File: config.mk
export PLATFORM = sky130hd
export DESIGN_NAME = rate_gate
export DESIGN_NICKNAME = d
export VERILOG_FILES = /design/src/rtl/rate_gate_pkg.sv /design/src/rtl/rg_size_decode.sv /design/src/rtl/rg_slot.sv /design/src/rtl/rg_sequencer.sv /design/src/rtl/rate_gate.sv
export SDC_FILE = /design/constraint.sdc
export NUM_CORES = 1
export LEC_CHECK = 0
export BUFFER_PORTS_ARGS = -buffer_cell sky130_fd_sc_hd__clkbuf_2
export CAP_MARGIN = 20
export CORE_ASPECT_RATIO = 0.5
export CORE_MARGIN = 5
export CORE_UTILIZATION = 60
export CTS_CLUSTER_SIZE = 40
export DETAILED_ROUTE_END_ITERATION = 10
export GPL_TIMING_DRIVEN = 1
export PLACE_DENSITY_LB_ADDON = 0.1
export SLEW_MARGIN = 20
export SYNTH_ARGS = -nofsm -noshare
export SYNTH_HDL_FRONTEND = slang
export SYNTH_SLANG_ARGS = --single-unit
File: constraint.sdc
create_clock -name clk -period 3.7 [get_ports clk]
set_clock_uncertainty 0.15 [all_clocks]
set_input_delay 0.74 -clock clk [delete_from_list [all_inputs] [get_ports clk]]
set_output_delay 0.74 -clock clk [all_outputs]
set_load 0.02 [all_outputs]
File: src/rtl/rate_gate_pkg.sv
package rate_gate_pkg;
  localparam int NUM_SLOTS = 16;
  localparam int CLIENT_W  = $clog2(NUM_SLOTS);
  localparam int CREDIT_W  = 4;
  localparam int CODE_W    = 3;
  localparam int BYTES_W   = 9;
  localparam int CLR_BIT   = 17;
  localparam int BANK_BIT  = 18;
  localparam int CFG_W     = BANK_BIT + 1;
  localparam int SRC_LSB   = 3;
  localparam int DST_LSB   = SRC_LSB + CLIENT_W;
  localparam int CMD_W     = DST_LSB + CLIENT_W;
  localparam int LAST_CODE = 5;

  typedef logic [CLIENT_W-1:0] client_t;
  typedef logic [CODE_W-1:0]   code_t;

  function automatic logic code_legal(input code_t c);
    return int'(c) <= LAST_CODE;
  endfunction

  function automatic client_t pick_client(input logic [CMD_W-1:0] w);
    client_t s;
    s = w[SRC_LSB +: CLIENT_W];
    return (s != '0) ? s : w[DST_LSB +: CLIENT_W];
  endfunction
endpackage

File: src/rtl/rg_size_decode.sv
module rg_size_decode
  import rate_gate_pkg::*;
(
  input  logic               en,
  input  code_t              code,
  output logic [BYTES_W-1:0] bytes
);
  logic [BYTES_W-1:0] base;

  // Codes 0..3 double from 16 bytes; 4 and 5 break the pattern.
  always_comb begin
    unique case (code)
      3'd4:    base = BYTES_W'(192);
      3'd5:    base = BYTES_W'(256);
      default: base = BYTES_W'(16) << code[1:0];
    endcase
    bytes = en ? base : '0;
  end
endmodule

File: src/rtl/rg_slot.sv
module rg_slot
  import rate_gate_pkg::*;
#(
  parameter int CW = CREDIT_W
) (
  input  logic          clk,
  input  logic          rst_n,
  input  logic          wr_en,
  input  code_t         wr_code,
  input  logic          wr_bank,
  input  logic          wr_clear,
  input  logic          req_a,
  input  logic          req_b,
  input  logic          take,
  output logic [CW-1:0] credit,
  output code_t         code
);
  localparam logic [CW-1:0] CMAX = '1;

  logic bank_q, prev_a, prev_b, rise, spend;

  always_comb begin
    rise  = bank_q ? (req_b & ~prev_b) : (req_a & ~prev_a);
    spend = take && (credit != '0);
  end

  always_ff @(posedge clk or negedge rst_n) begin
    if (!rst_n) begin
      prev_a <= 1'b0;
      prev_b <= 1'b0;
    end else begin
      prev_a <= req_a;
      prev_b <= req_b;
    end
  end

  always_ff @(posedge clk or negedge rst_n) begin
    if (!rst_n) begin
      bank_q <= 1'b0;
      code   <= '0;
    end else if (wr_en) begin
      bank_q <= wr_bank;
      code   <= wr_code;
    end
  end

  always_ff @(posedge clk or negedge rst_n) begin
    if (!rst_n) begin
      credit <= '0;
    end else if (wr_en && wr_clear) begin
      credit <= '0;
    end else begin
      unique case ({rise, spend})
        2'b10:   if (credit != CMAX) credit <= credit + 1'b1;
        2'b01:   credit <= credit - 1'b1;
        default: credit <= credit;
      endcase
    end
  end
endmodule

File: src/rtl/rg_sequencer.sv
module rg_sequencer
  import rate_gate_pkg::*;
#(
  parameter int CW = CREDIT_W
) (
  input  logic             clk,
  input  logic             rst_n,
  input  logic             cmd_valid,
  output logic             cmd_ready,
  input  logic [CMD_W-1:0] cmd_word,
  input  logic             cmd_done,
  input  logic [CW-1:0]    act_credit,
  output client_t          act_client,
  output logic             busy,
  output logic             blk_valid,
  input  logic             blk_ready,
  output logic             take
);
  typedef enum logic {ST_IDLE, ST_OPEN} st_t;
  st_t st;

  always_ff @(posedge clk or negedge rst_n) begin
    if (!rst_n) begin
      st         <= ST_IDLE;
      act_client <= '0;
    end else begin
      unique case (st)
        ST_IDLE: if (cmd_valid) begin
          st         <= ST_OPEN;
          act_client <= pick_client(cmd_word);
        end
        ST_OPEN: if (cmd_done) st <= ST_IDLE;
      endcase
    end
  end

  always_comb begin
    busy      = (st == ST_OPEN);
    cmd_ready = !busy;
    blk_valid = busy && ((act_client == '0) || (act_credit != '0));
    take      = blk_valid && blk_ready && (act_client != '0);
  end
endmodule

File: src/rtl/rate_gate.sv
module rate_gate
  import rate_gate_pkg::*;
(
  input  logic                 clk,
  input  logic                 rst_n,
  input  logic                 cfg_we,
  input  logic [3:0]           cfg_idx,
  input  logic [CFG_W-1:0]     cfg_wdata,
  input  logic [NUM_SLOTS-1:0] req_a,
  input  logic [NUM_SLOTS-1:0] req_b,
  input  logic                 cmd_valid,
  output logic                 cmd_ready,
  input  logic [CMD_W-1:0]     cmd_word,
  input  logic                 cmd_done,
  output logic                 blk_valid,
  input  logic                 blk_ready,
  output logic [BYTES_W-1:0]   blk_bytes
);
  logic [CREDIT_W-1:0] credit [NUM_SLOTS];
  code_t               code   [NUM_SLOTS];
  logic [CREDIT_W-1:0] act_credit;
  code_t               act_code;
  client_t             act_client;
  logic                busy, take, wr_ok;
  code_t               wr_code;

  always_comb begin
    wr_code    = cfg_wdata[CODE_W-1:0];
    wr_ok      = cfg_we && code_legal(wr_code);
    act_credit = credit[act_client];
    act_code   = code[act_client];
  end

  for (genvar i = 0; i < NUM_SLOTS; i++) begin : g_slot
    rg_slot #(.CW(CREDIT_W)) slot_i (
      .clk      (clk),
      .rst_n    (rst_n),
      .wr_en    (wr_ok && (cfg_idx == CLIENT_W'(i))),
      .wr_code  (wr_code),
      .wr_bank  (cfg_wdata[BANK_BIT]),
      .wr_clear (cfg_wdata[CLR_BIT]),
      .req_a    (req_a[i]),
      .req_b    (req_b[i]),
      .take     (take && (act_client == CLIENT_W'(i))),
      .credit   (credit[i]),
      .code     (code[i])
    );
  end

  rg_sequencer #(.CW(CREDIT_W)) seq_i (
    .clk        (clk),
    .rst_n      (rst_n),
    .cmd_valid  (cmd_valid),
    .cmd_ready  (cmd_ready),
    .cmd_word   (cmd_word),
    .cmd_done   (cmd_done),
    .act_credit (act_credit),
    .act_client (act_client),
    .busy       (busy),
    .blk_valid  (blk_valid),
    .blk_ready  (blk_ready),
    .take       (take)
  );

  rg_size_decode size_i (
    .en    (busy && (act_client != '0)),
    .code  (act_code),
    .bytes (blk_bytes)
  );
endmodule

==> metrics.csv, run 1 <==
stage;metric;value;unit
logic_synthesis;post-synth top area share;44.3;%
logic_synthesis;Post-synth top flop;dfrtp_1;
power;Design Power;6.85;mW
final_layout;share of post-route cells with drive strength above 1;26.2;%
clock_tree;Clock Tree Buf Depth;2;
sta;final hold vios;0;
sta;fmax;279;MHz
clock_tree;H-tree depth;4;
clock_tree;Hold-fix buffers, CTS;0;
critical_path;worst setup path class;flip-flop to output pin;
power;PD cells;672;mW/mm2
sta;Fin Setup TNS;0;ps
logic_synthesis;yosys warns;0;
clock_tree;clock-pin slew on the worst setup and hold paths;70;ps
die;die outline height;96.3;um
drt;DRT Pass-1 Iters;5;
critical_path;kind of cell adding the most delay to the critical path;simple AND/OR/NAND/NOR gates;
die;die area;0.0176;mm2
grt;vias in the first global route;6439;
drt;Initial DRC Count;409;
logic_synthesis;sequential area share after synthesis;44.3;%
final_layout;Final nets;986;
critical_path;Req. time, crit path;2810;ps
place;DP HPWL;14600;um
clock_tree;CTS tree;done;
drt;DRC viols;0;
drt;via count;6506;
grt;global route overflow;0;
logic_synthesis;Post-synth ARST share;100;%
power;worst vdd ir;340;uV
critical_path;maximum net fanout on the critical path;8;
grt;gr usage total;23.8;%
critical_path;reg-to-reg endpoint;g_slot[8].slot_i.credit[3];
logic_synthesis;cell count after synthesis;784;
power;switching part of the total power;35.0;%
final_layout;diode count;0;
critical_path;reg2reg path depth;10;
sta;Worst Tran Pin Value;650;ps
logic_synthesis;count leader, synth;dfrtp_1;
drt;routed wire length;19900;um
die;Core Region;0.0145;mm2
place;routability congestion estimate from global placement;0.869;
critical_path;Buf+Inv Stages, Crit Path;2;
sta;Worst slew margin;56.3;%
grt;met2 Resource Use GR;39.0;%
clock_tree;clk_lat worst skew;420;ps
drt;Routed Antenna Nets;0;
flow_run;number of max-cap violations;0;
clock_tree;clk sink count;158;
die;IO Pins;83;
place;port bufs;59;
power;Flop pwr share;42.3;%
grt;initial antenna violation count;0;
logic_synthesis;FF+latch count, synth;158;
logic_synthesis;EDFF count, synth;0;
critical_path;crit path DAT;2700;ps
sta;Worst Hold Slack;125;ps
run_status;outcome;finished clean;
power;P_int;4.45;mW
grt;met3 usage;5.02;%
hold_path;hold crit path type;input pin to asynchronous set/reset pin;
critical_path;crit path launch type;flip-flop;
die;Initial Util;61.4;%
clock_tree;root buf cell;clkbuf_16;
die;Die Width;183;um
sta;Pins Over Slew Limit;0;
sta;fin crit period;3590;ps
critical_path;worst path cell trace;buf_4 > mux4_2 > a22oi_1 > nand3_2 > or4b_1 > o21ai_0 > clkbuf_2;
logic_synthesis;top post-synthesis cells by count;158 x dfrtp_1, 88 x nor2_1, 63 x mux2_2;
grt;largest net degree at the start of global routing;59;
grt;GR peak layer;met2;
grt;first-pass GRT wire length;32600;um
final_layout;Layout area overhead;14.0;%
critical_path;Max stage delay on crit path;490;ps
logic_synthesis;synthesized area per cell;11.4;um2
critical_path;WP depth;7;
critical_path;worst reg2reg startpoint;seq_i.act_client[0];
drt;wire length per cell;18.4;um
clock_tree;CTS buffer count;17;
grt;met1 Usage GRT;33.1;%
power;combinational power share;32.0;%
drt;vias per std cell;6.02;
power;clock network fraction of total power;25.8;%
critical_path;Critical-path top delay cell;dfrtp_2;
sta;fin crit share;97.0;%
power;Leak;4.54;nW
critical_path;CP Capture Type;output pin;
critical_path;setup slack, reg-to-reg;310;ps
logic_synthesis;Yosys cell types;56;
logic_synthesis;dominant cells by area after synthesis;dfrtp_1 44%, mux2_2 7.9%, ha_1 4.2%, nor2_1 3.7%, fa_1 3.4%;
logic_synthesis;synthesized cell area;0.00893;mm2
die;# rows;31;
logic_synthesis;largest area contributor in the netlist;dfrtp_1;
power;switching pwr;2.40;mW
sta;final setup fails;0;
[worst max-delay path by stage]
stage | endpoint | slack (ps) | startpoint
detailed placement | g_slot[1].slot_i.credit[3] | 210 | blk_ready
floorplan | g_slot[2].slot_i.credit[3] | 470 | blk_ready
CTS | blk_bytes[7] | 40 | seq_i.act_client[0]
global route | blk_bytes[7] | -20 | seq_i.act_client[0]
finish | blk_bytes[7] | 110 | seq_i.act_client[0]
global placement | g_slot[1].slot_i.credit[3] | 260 | blk_ready
[power by group through the flow]
stage / clock network [mW] / registers [mW] / logic [mW]
after floorplan: 0 / 2.72 / 1.76
after global placement: 0 / 2.88 / 2.07
after detailed placement: 0 / 2.91 / 2.16
final: 1.76 / 2.89 / 2.19
after CTS: 1.78 / 2.88 / 2.18
after global routing: 1.87 / 2.98 / 2.47
[flip-flops by register name, summed over array words and instances, names as in the netlist]
| signal | cells |
|---|---|
| seq_i.busy | 1 |
| g_slot.slot_i.bank_q | 15 |
| g_slot.slot_i.prev_a | 15 |
| seq_i.act_client | 4 |
| g_slot.slot_i.code | 48 |
| g_slot.slot_i.prev_b | 15 |
| g_slot.slot_i.credit | 60 |
[logic make-up (layout without fill, tap and decap cells)]
kind of cell | after synthesis | count (layout) | synth area share (%)
other | 1 | 4 | 0.0420
muxes | 108 | 108 | 16.2
buffers and inverters | 32 | 127 | 1.79
adders and majority gates | 45 | 45 | 7.56
AOI/OAI and AO/OA | 105 | 105 | 7.84
and+or+nand+nor | 305 | 305 | 19.4
DFF | 158 | 158 | 44.3
xor gates and xnor gates | 30 | 30 | 2.94
[per-layer routing]
metal,vias to the layer above,share of wire (%)
met1,3284,47
met4,2,1.2
met5,-,0.37
met2,132,47
li1,3057,-
met3,31,5.2
[layout by cell type, fill, tap and decap left out, types with 25 or more instances in the layout]
cell,count
clkbuf_2,58
xnor2_1,30
nand2_1,25
mux2_2,63
nor2_1,88
nor3b_1,40
ha_1,30
dfrtp_1,156
nor3_1,36
[final cells by class]
type	count	area, um2
Clock buffer	21	460
Clock inverter	11	133
Fill cell	1067	4360
Inverter	12	45.0
Multi-Input combinational cell	597	4850
Sequential cell	158	3960
Tap cell	198	248
Timing Repair Buffer	83	498
[per-stage QoR]
step | utilization, % | std cells | setup slack (ps) | cell area [um2]
floorplan | - | 787 | 474 | 8950
global placement | 65.7 | 1045 | 259 | 9550
detailed placement | 65.7 | 1045 | 209 | 9550
CTS | 69.8 | 1077 | 42.8 | 10100
global route | 70.0 | 1080 | -17.7 | 10200
finish | 70.0 | 1080 | 111 | 10200
[what timing repair did]
action	in CTS	in global routing
buffers inserted	0	3
hold endpoints to repair	0	0
setup endpoints to repair	4	4
gates resized for setup	2	4
(Power assumes the default switching activity.)
==> run 2, diff against run 1 <==
ABC_AREA = 1   (was default)
CORE_UTILIZATION = 61   (was 60)
==> run 2 against run 1 <==
Compared with the run above: flip-flop and latch count up 7; power up 8.5%; hold slack better by 47 ps; clock power up 6%; area after synthesis up 8.1%; routed wire length up 22%; via count up 30%; die area up 5.8%; register-to-register slack worse by 60 ps; count of clock-buffer cells in the layout down 2; sequential share of layout area down 1.4 points; critical endpoint is now blk_bytes[5]; highest routed layer is now met4.
==> metrics.csv, run 2 <==
stage;metric;value;unit;change
logic_synthesis;synthesized area per cell;8.10;um2;-29%
sta;worst setup margin;231;ps;+120 ps
logic_synthesis;count leader, synth;nand2_1;;
logic_synthesis;cell count after synthesis;1192;;+52%
sta;fin crit share;93.8;%;-3.3 points
place;port bufs;61;;+3.4%
grt;largest net degree at the start of global routing;70;;+19%
run_status;outcome;finished clean;;
die;die outline height;99.0;um;+2.8%
die;# rows;32;;+3.2%
clock_tree;clk_lat worst skew;440;ps;+20 ps
drt;Initial DRC Count;535;;+31%
final_layout;post-route insts no fill;1508;;+40%
clock_tree;H-tree depth;4;;unchanged
critical_path;Max stage delay on crit path;450;ps;-40 ps
clock_tree;Clock Tree Buf Depth;2;;unchanged
sta;fin crit period;3470;ps;-120 ps
logic_synthesis;Post-synth ARST share;100;%;unchanged
logic_synthesis;EDFF count, synth;0;;unchanged
critical_path;Buf+Inv Stages, Crit Path;6;;+4
drt;vias per std cell;5.59;;-7.2%
sta;Worst Tran Pin Value;813;ps;+164 ps
drt;DRT Pass-1 Iters;5;;unchanged
hold_path;hold crit path type;input pin to asynchronous set/reset pin;;
final_layout;Final nets;1411;;+43%
flow_run;number of max-cap violations;0;;unchanged
logic_synthesis;FF+latch count, synth;165;;+4.4%
place;Post-DP Area;0.0103;mm2;+8.3%
final_layout;Layout area overhead;14.2;%;
power;Leak;5.85;nW;+29%
drt;wire length per cell;16.1;um;-13%
logic_synthesis;sequential area share after synthesis;42.8;%;-1.5 points
clock_tree;Hold-fix buffers, CTS;0;;unchanged
logic_synthesis;largest area contributor in the netlist;dfrtp_1;;
grt;vias in the first global route;8387;;+30%
logic_synthesis;top post-synthesis cells by count;394 x nand2_1, 165 x dfrtp_1, 128 x nor2_1;;
critical_path;maximum net fanout on the critical path;12;;+4
sta;final setup fails;0;;unchanged
critical_path;worst path cell trace;inv_2 > nor2_2 > buf_6 > clkinvlp_4 > o22ai_1 > o21ai_0 > nand4_1 > inv_1 > nor2_1 > inv_1 > nor3_1 > clkbuf_2;;
logic_synthesis;post-synth top area share;42.8;%;-1.5 points
logic_synthesis;Yosys cell types;39;;-30%
grt;global route overflow;0;;unchanged
clock_tree;CTS tree;done;;
drt;DRC viols;0;;unchanged
drt;Routed Antenna Nets;0;;unchanged
grt;initial antenna violation count;1;;+1
final_layout;max reg flops;64;;+6.7%
critical_path;crit path launch type;flip-flop;;
final_layout;most common cell after layout, fill and taps aside;nand2_1;;
power;worst vdd ir;392;uV;+15%
logic_synthesis;synthesized cell area;0.00966;mm2;+8.1%
grt;gr usage total;27.1;%;+3.2 points
final_layout;Top reg by flops;g_slot.slot_i.credit;;
critical_path;most used cell, CP;inv_1;;
final_layout;cell area after layout;0.0110;mm2;+8.3%
grt;first-pass GRT wire length;40600;um;+25%
sta;Worst slew margin;45.7;%;-11 points
die;Core Region;0.0155;mm2;+6.3%
sta;final hold vios;0;;unchanged
logic_synthesis;dominant cells by area after synthesis;dfrtp_1 43%, nand2_1 15%, nor2_1 5.0%, inv_1 4.7%, o21ai_0 4.3%;;
sta;unrepaired setup endpoints after global routing;false;;
clock_tree;clock-pin slew on the worst setup and hold paths;70;ps;about the same
place;DP HPWL;17700;um;+21%
power;PD cells;674;mW/mm2;+0.18%
critical_path;worst setup path class;flip-flop to output pin;;
final_layout;fin util;71.4;%;+1.3 points
drt;routed wire length;24200;um;+22%
die;die area;0.0186;mm2;+5.8%
die;IO Pins;83;;unchanged
critical_path;Req. time, crit path;2810;ps;about the same
die;Initial Util;62.5;%;+1.1 points
place;DP Cell Count;1470;;+41%
clock_tree;CTS buffer count;17;;unchanged
sta;fmax;288;MHz;+3.5%
sta;Fin Setup TNS;0;ps;unchanged
critical_path;Critical-path top delay cell;dfrtp_1;;
final_layout;biggest regs;g_slot.slot_i.credit (64), g_slot.slot_i.code (48);;
final_layout;diode count;0;;unchanged
die;Die Width;188;um;+2.9%
final_layout;most frequent cells in the layout;394 x nand2_1, 165 x dfrtp_1, 128 x nor2_1;;
logic_synthesis;Post-synth top flop;dfrtp_1;;
critical_path;crit path DAT;2580;ps;-120 ps
clock_tree;root buf cell;clkbuf_16;;
place;routability congestion estimate from global placement;0.923;;+6.2%
critical_path;CP Capture Type;output pin;;
final_layout;share of post-route cells with drive strength above 1;14.8;%;-11 points
drt;via count;8430;;+30%
place;dpl ws;255;ps;+45.9 ps
sta;Pins Over Slew Limit;0;;unchanged
clock_tree;clk sink count;165;;+4.4%
critical_path;kind of cell adding the most delay to the critical path;buffers and inverters;;
logic_synthesis;yosys warns;0;;unchanged
final_layout;Filler cells;1228;;+15%
==> run 2: worst register-to-register path, cell delays in order (launching register included) <==
cell,delay [ps]
dfrtp_1,450
inv_2,90
nand2_4,190
inv_2,170
a21oi_2,210
nand2_1,110
inv_2,320
buf_12,270
nand4_4,160
inv_1,160
ha_1,290
a21oi_1,160
nand2_1,100
xor2_1,170
nor2_1,160
nor2_1,70
nand2_1,50
nand2_1,50
==> run 2: cells by family after synthesis <==
kind of cell | after synthesis | share of synthesized area (%)
and+or+nand+nor | 630 | 29.4
AOI/OAI and AO/OA | 171 | 11.1
DFF | 165 | 42.8
buffers and inverters | 146 | 6.45
adders and majority gates | 48 | 7.46
xor gates and xnor gates | 31 | 2.81
other | 1 | 0.0388
==> run 2: worst paths after layout <==
path,start,cells after the start,endpoint,slack (ps)
worst min-delay path,rst_n,1,g_slot[0].slot_i.credit[2],170
min in group clk,req_a[9],1,g_slot[9].slot_i.prev_a,270
worst min register to register,g_slot[10].slot_i.code[2],2,g_slot[10].slot_i.code[2],340
max in group asynchronous,rst_n,2,g_slot[15].slot_i.code[2],2450
worst max register to register,seq_i.act_client[0],17,g_slot[1].slot_i.credit[3],250
worst max-delay path,seq_i.act_client[0],12,blk_bytes[5],230
==> run 2: layout make-up <==
class                   instances  area (um2)  area share, %
inverters                     127         480           4.36
clock inverters                13         173           1.57
clock buffers                  19         443           4.02
flip-flops and latches        165        4130           37.4
multi-input cells             887        4930           44.7
repair buffers                 93         622           5.64
well taps                     204         255           2.31
==> run 2: power by group <==
group          switching (mW)  leakage [nW]  internal [mW]
clock network           0.778         0.287           1.09
logic                    1.63          3.52           1.08
registers               0.555          2.04           2.29
total                    2.97          5.85           4.46
==> run 2: layer usage <==
metal	up-vias	track usage [%]	part of all wire, %
met1	4024	35.7	42
li1	4051	-	-
met5	-	0	0
met2	315	44.9	47
met4	0	6.93	1.5
met3	40	7.57	8.9
==> run 2: repair_timing <==
item,in CTS,in global routing
setup buffers,0,6
gates resized for setup,0,3
endpoints found under the setup margin,0,5
==> run 2: per-stage QoR <==
stage               power [mW]  hold WS, ps
floorplan                 4.68          294
detailed placement        5.44          324
global route              7.98          208
global placement          5.28          316
CTS                       7.34          200
finish                    7.43          172
==> run 3, diff against run 2 <==
BUFFER_PORTS_ARGS = -buffer_cell sky130_fd_sc_hd__buf_2   (was -buffer_cell sky130_fd_sc_hd__clkbuf_2)
==> run 3 against run 2 <==
Compared with the run above: register-to-register slack gained 50 ps; sequential share of layout area grew 0.34 points; first-iteration DRC count grew 10%; count of clock-buffer cells in the layout shrank 1; fmax shrank 1.5%; hold slack lost 35 ps; final area shrank 0.87%; flip-flop and latch count is the same; clock power shrank 3%; combinational power shrank 4%; critical path type unchanged; largest power group unchanged.
==> metrics.csv, run 3 (same netlist as run 2, synthesis figures left out) <==
stage;metric;value;unit;change
critical_path;crit path launch;seq_i.act_client[1];;
sta;Fin Setup TNS;0;ps;unchanged
final_layout;fin util;70.7;%;-0.62 points
die;Die Width;188;um;unchanged
power;PD cells;663;mW/mm2;-1.6%
clock_tree;CTS buffer count;17;;unchanged
sta;final setup fails;0;;unchanged
drt;WL met2;11200;um;-1.9%
die;Initial Util;62.5;%;unchanged
drt;vias per std cell;5.58;;-0.12%
grt;largest net degree at the start of global routing;64;;-8.6%
clock_tree;root buf cell;clkbuf_16;;
final_layout;most frequent cells in the layout;394 x nand2_1, 164 x dfrtp_1, 128 x nor2_1;;
drt;via count;8386;;-0.52%
sta;Pins Over Slew Limit;0;;unchanged
final_layout;most common cell after layout, fill and taps aside;nand2_1;;
power;Leak;5.79;nW;-1.1%
clock_tree;Hold-fix buffers, CTS;0;;unchanged
critical_path;worst setup path class;flip-flop to output pin;;
drt;DRT Pass-1 Iters;5;;unchanged
critical_path;worst reg2reg startpoint;seq_i.act_client[1];;
grt;gr usage total;27.0;%;-0.12 points
final_layout;Final nets;1406;;-0.35%
flow_run;number of max-cap violations;0;;unchanged
drt;Routed Antenna Nets;0;;unchanged
die;die area;0.0186;mm2;unchanged
grt;vias in the first global route;8315;;-0.86%
critical_path;Buf+Inv Stages, Crit Path;7;;+1
final_layout;Top reg by flops;g_slot.slot_i.credit;;
die;Core Region;0.0155;mm2;unchanged
sta;Worst Tran Pin Value;798;ps;-15.6 ps
drt;DRC viols;0;;unchanged
sta;fin crit period;3520;ps;+53.7 ps
clock_tree;CTS tree;done;;
sta;Worst slew margin;46.4;%;+0.69 points
critical_path;worst path cell trace;inv_2 > nor2_2 > buf_4 > inv_1 > buf_4 > o22ai_1 > o21ai_0 > nand4_1 > inv_1 > nor2_1 > inv_1 > nor3_1 > buf_2;;
final_layout;max reg flops;64;;unchanged
critical_path;most used cell, CP;inv_1;;
critical_path;crit path DAT;2630;ps;+50 ps
hold_path;hold crit path type;input pin to asynchronous set/reset pin;;
grt;global route overflow;0;;unchanged
clock_tree;clk sink count;165;;unchanged
critical_path;CP Capture Type;output pin;;
sta;unrepaired setup endpoints after global routing;false;;
sta;final hold vios;0;;unchanged
final_layout;share of post-route cells with drive strength above 1;14.6;%;-0.24 points
die;IO Pins;83;;unchanged
critical_path;Req. time, crit path;2810;ps;about the same
die;die outline height;99.0;um;unchanged
clock_tree;Clock Tree Buf Depth;2;;unchanged
drt;WL met3;1940;um;-10%
drt;routed wire length;24000;um;-1.0%
sta;fmax;284;MHz;-1.5%
place;port bufs;61;;unchanged
sta;fin crit share;95.2;%;+1.5 points
place;DP HPWL;17300;um;-2.5%
grt;initial antenna violation count;0;;-1
critical_path;crit path launch type;flip-flop;;
run_status;outcome;finished clean;;
final_layout;diode count;0;;unchanged
power;Design Power;7.25;mW;-2.5%
critical_path;kind of cell adding the most delay to the critical path;buffers and inverters;;
critical_path;maximum net fanout on the critical path;13;;+1
place;routability congestion estimate from global placement;0.975;;+5.5%
clock_tree;H-tree depth;4;;unchanged
drt;Initial DRC Count;591;;+10%
drt;wire length per cell;16.0;um;-0.61%
critical_path;Max stage delay on crit path;420;ps;-30 ps
final_layout;Layout area overhead;13.2;%;
critical_path;Critical-path top delay cell;dfrtp_1;;
clock_tree;clock-pin slew on the worst setup and hold paths;70;ps;about the same
die;# rows;32;;unchanged
grt;first-pass GRT wire length;40600;um;+0.12%
drt;Highest Signal Layer;met4;;
clock_tree;clk_lat worst skew;440;ps;about the same
power;worst vdd ir;503;uV;+29%
drt;routed metal-1 wire length;10600;um;+2.5%
final_layout;biggest regs;g_slot.slot_i.credit (64), g_slot.slot_i.code (48);;
-- run 3: changes by cell type in the layout (fill, tap and decap cells not counted), moves of 2 or more --
cell and change:
buf_6 -2, clkbuf_2 -60, buf_2 +60, buf_12 -2, inv_6 +2, clkinv_4 -3
clkinvlp_4 +2
-- run 3: report_power, final --
part           internal [mW]  switching [mW]  total (mW)  leakage, nW
clock network           1.02           0.794        1.81        0.268
registers               2.29           0.551        2.84         2.04
logic                  0.985            1.60        2.59         3.48
total                   4.30            2.95        7.25         5.79
-- run 3: what timing repair did --
action / 4_1_cts / 5_1_grt
endpoints found under the hold margin: 0 / 0
setup buffers: 0 / 2
gates resized for setup: 0 / 2
endpoints found under the setup margin: 0 / 2
-- run 3: layout make-up --
class | count | area [um2]
well taps | 204 | 255
inverters | 127 | 480
flip-flops and latches | 165 | 4130
clock inverters | 13 | 149
repair buffers | 88 | 552
fillers | 1226 | 4520
clock buffers | 18 | 439
multi-input cells | 887 | 4930
-- run 3: per-layer routing --
metal	vias up	global-route usage, %
met5	-	0
met4	0	5.41
met3	32	6.23
met2	314	45.6
met1	4011	36.2
li1	4029	-
-- run 3: worst register-to-register path: cells and delay by family (launching register included) --
family / cells / cell delay, ps
buf+inv: 6 / 1080
simple gates: 8 / 780
flops: 1 / 420
compound gates: 2 / 350
fa+ha+maj: 1 / 280
xor+xnor: 1 / 220
-- run 3: metrics by stage --
step	worst slack (ps)	std cells	cell area, um2	hold WS, ps
final	177	1502	10900	138
after global placement	486	1469	10300	316
after CTS	163	1500	10900	161
after detailed placement	394	1469	10300	324
after floorplan	884	1198	9680	294
after global routing	15.0	1502	10900	185
-- run 3: final timing paths --
| kind | cells past startpoint | slack [ps] | endpoint |
|---|---|---|---|
| worst max-delay path | 13 | 180 | blk_bytes[5] |
| worst min-delay path | 1 | 140 | g_slot[2].slot_i.credit[2] |
| worst max register to register | 18 | 300 | g_slot[1].slot_i.credit[3] |
| worst min register to register | 2 | 330 | g_slot[11].slot_i.bank_q |
| max in group asynchronous | 2 | 2440 | g_slot[10].slot_i.prev_a |
| min in group clk | 1 | 270 | g_slot[9].slot_i.prev_a |
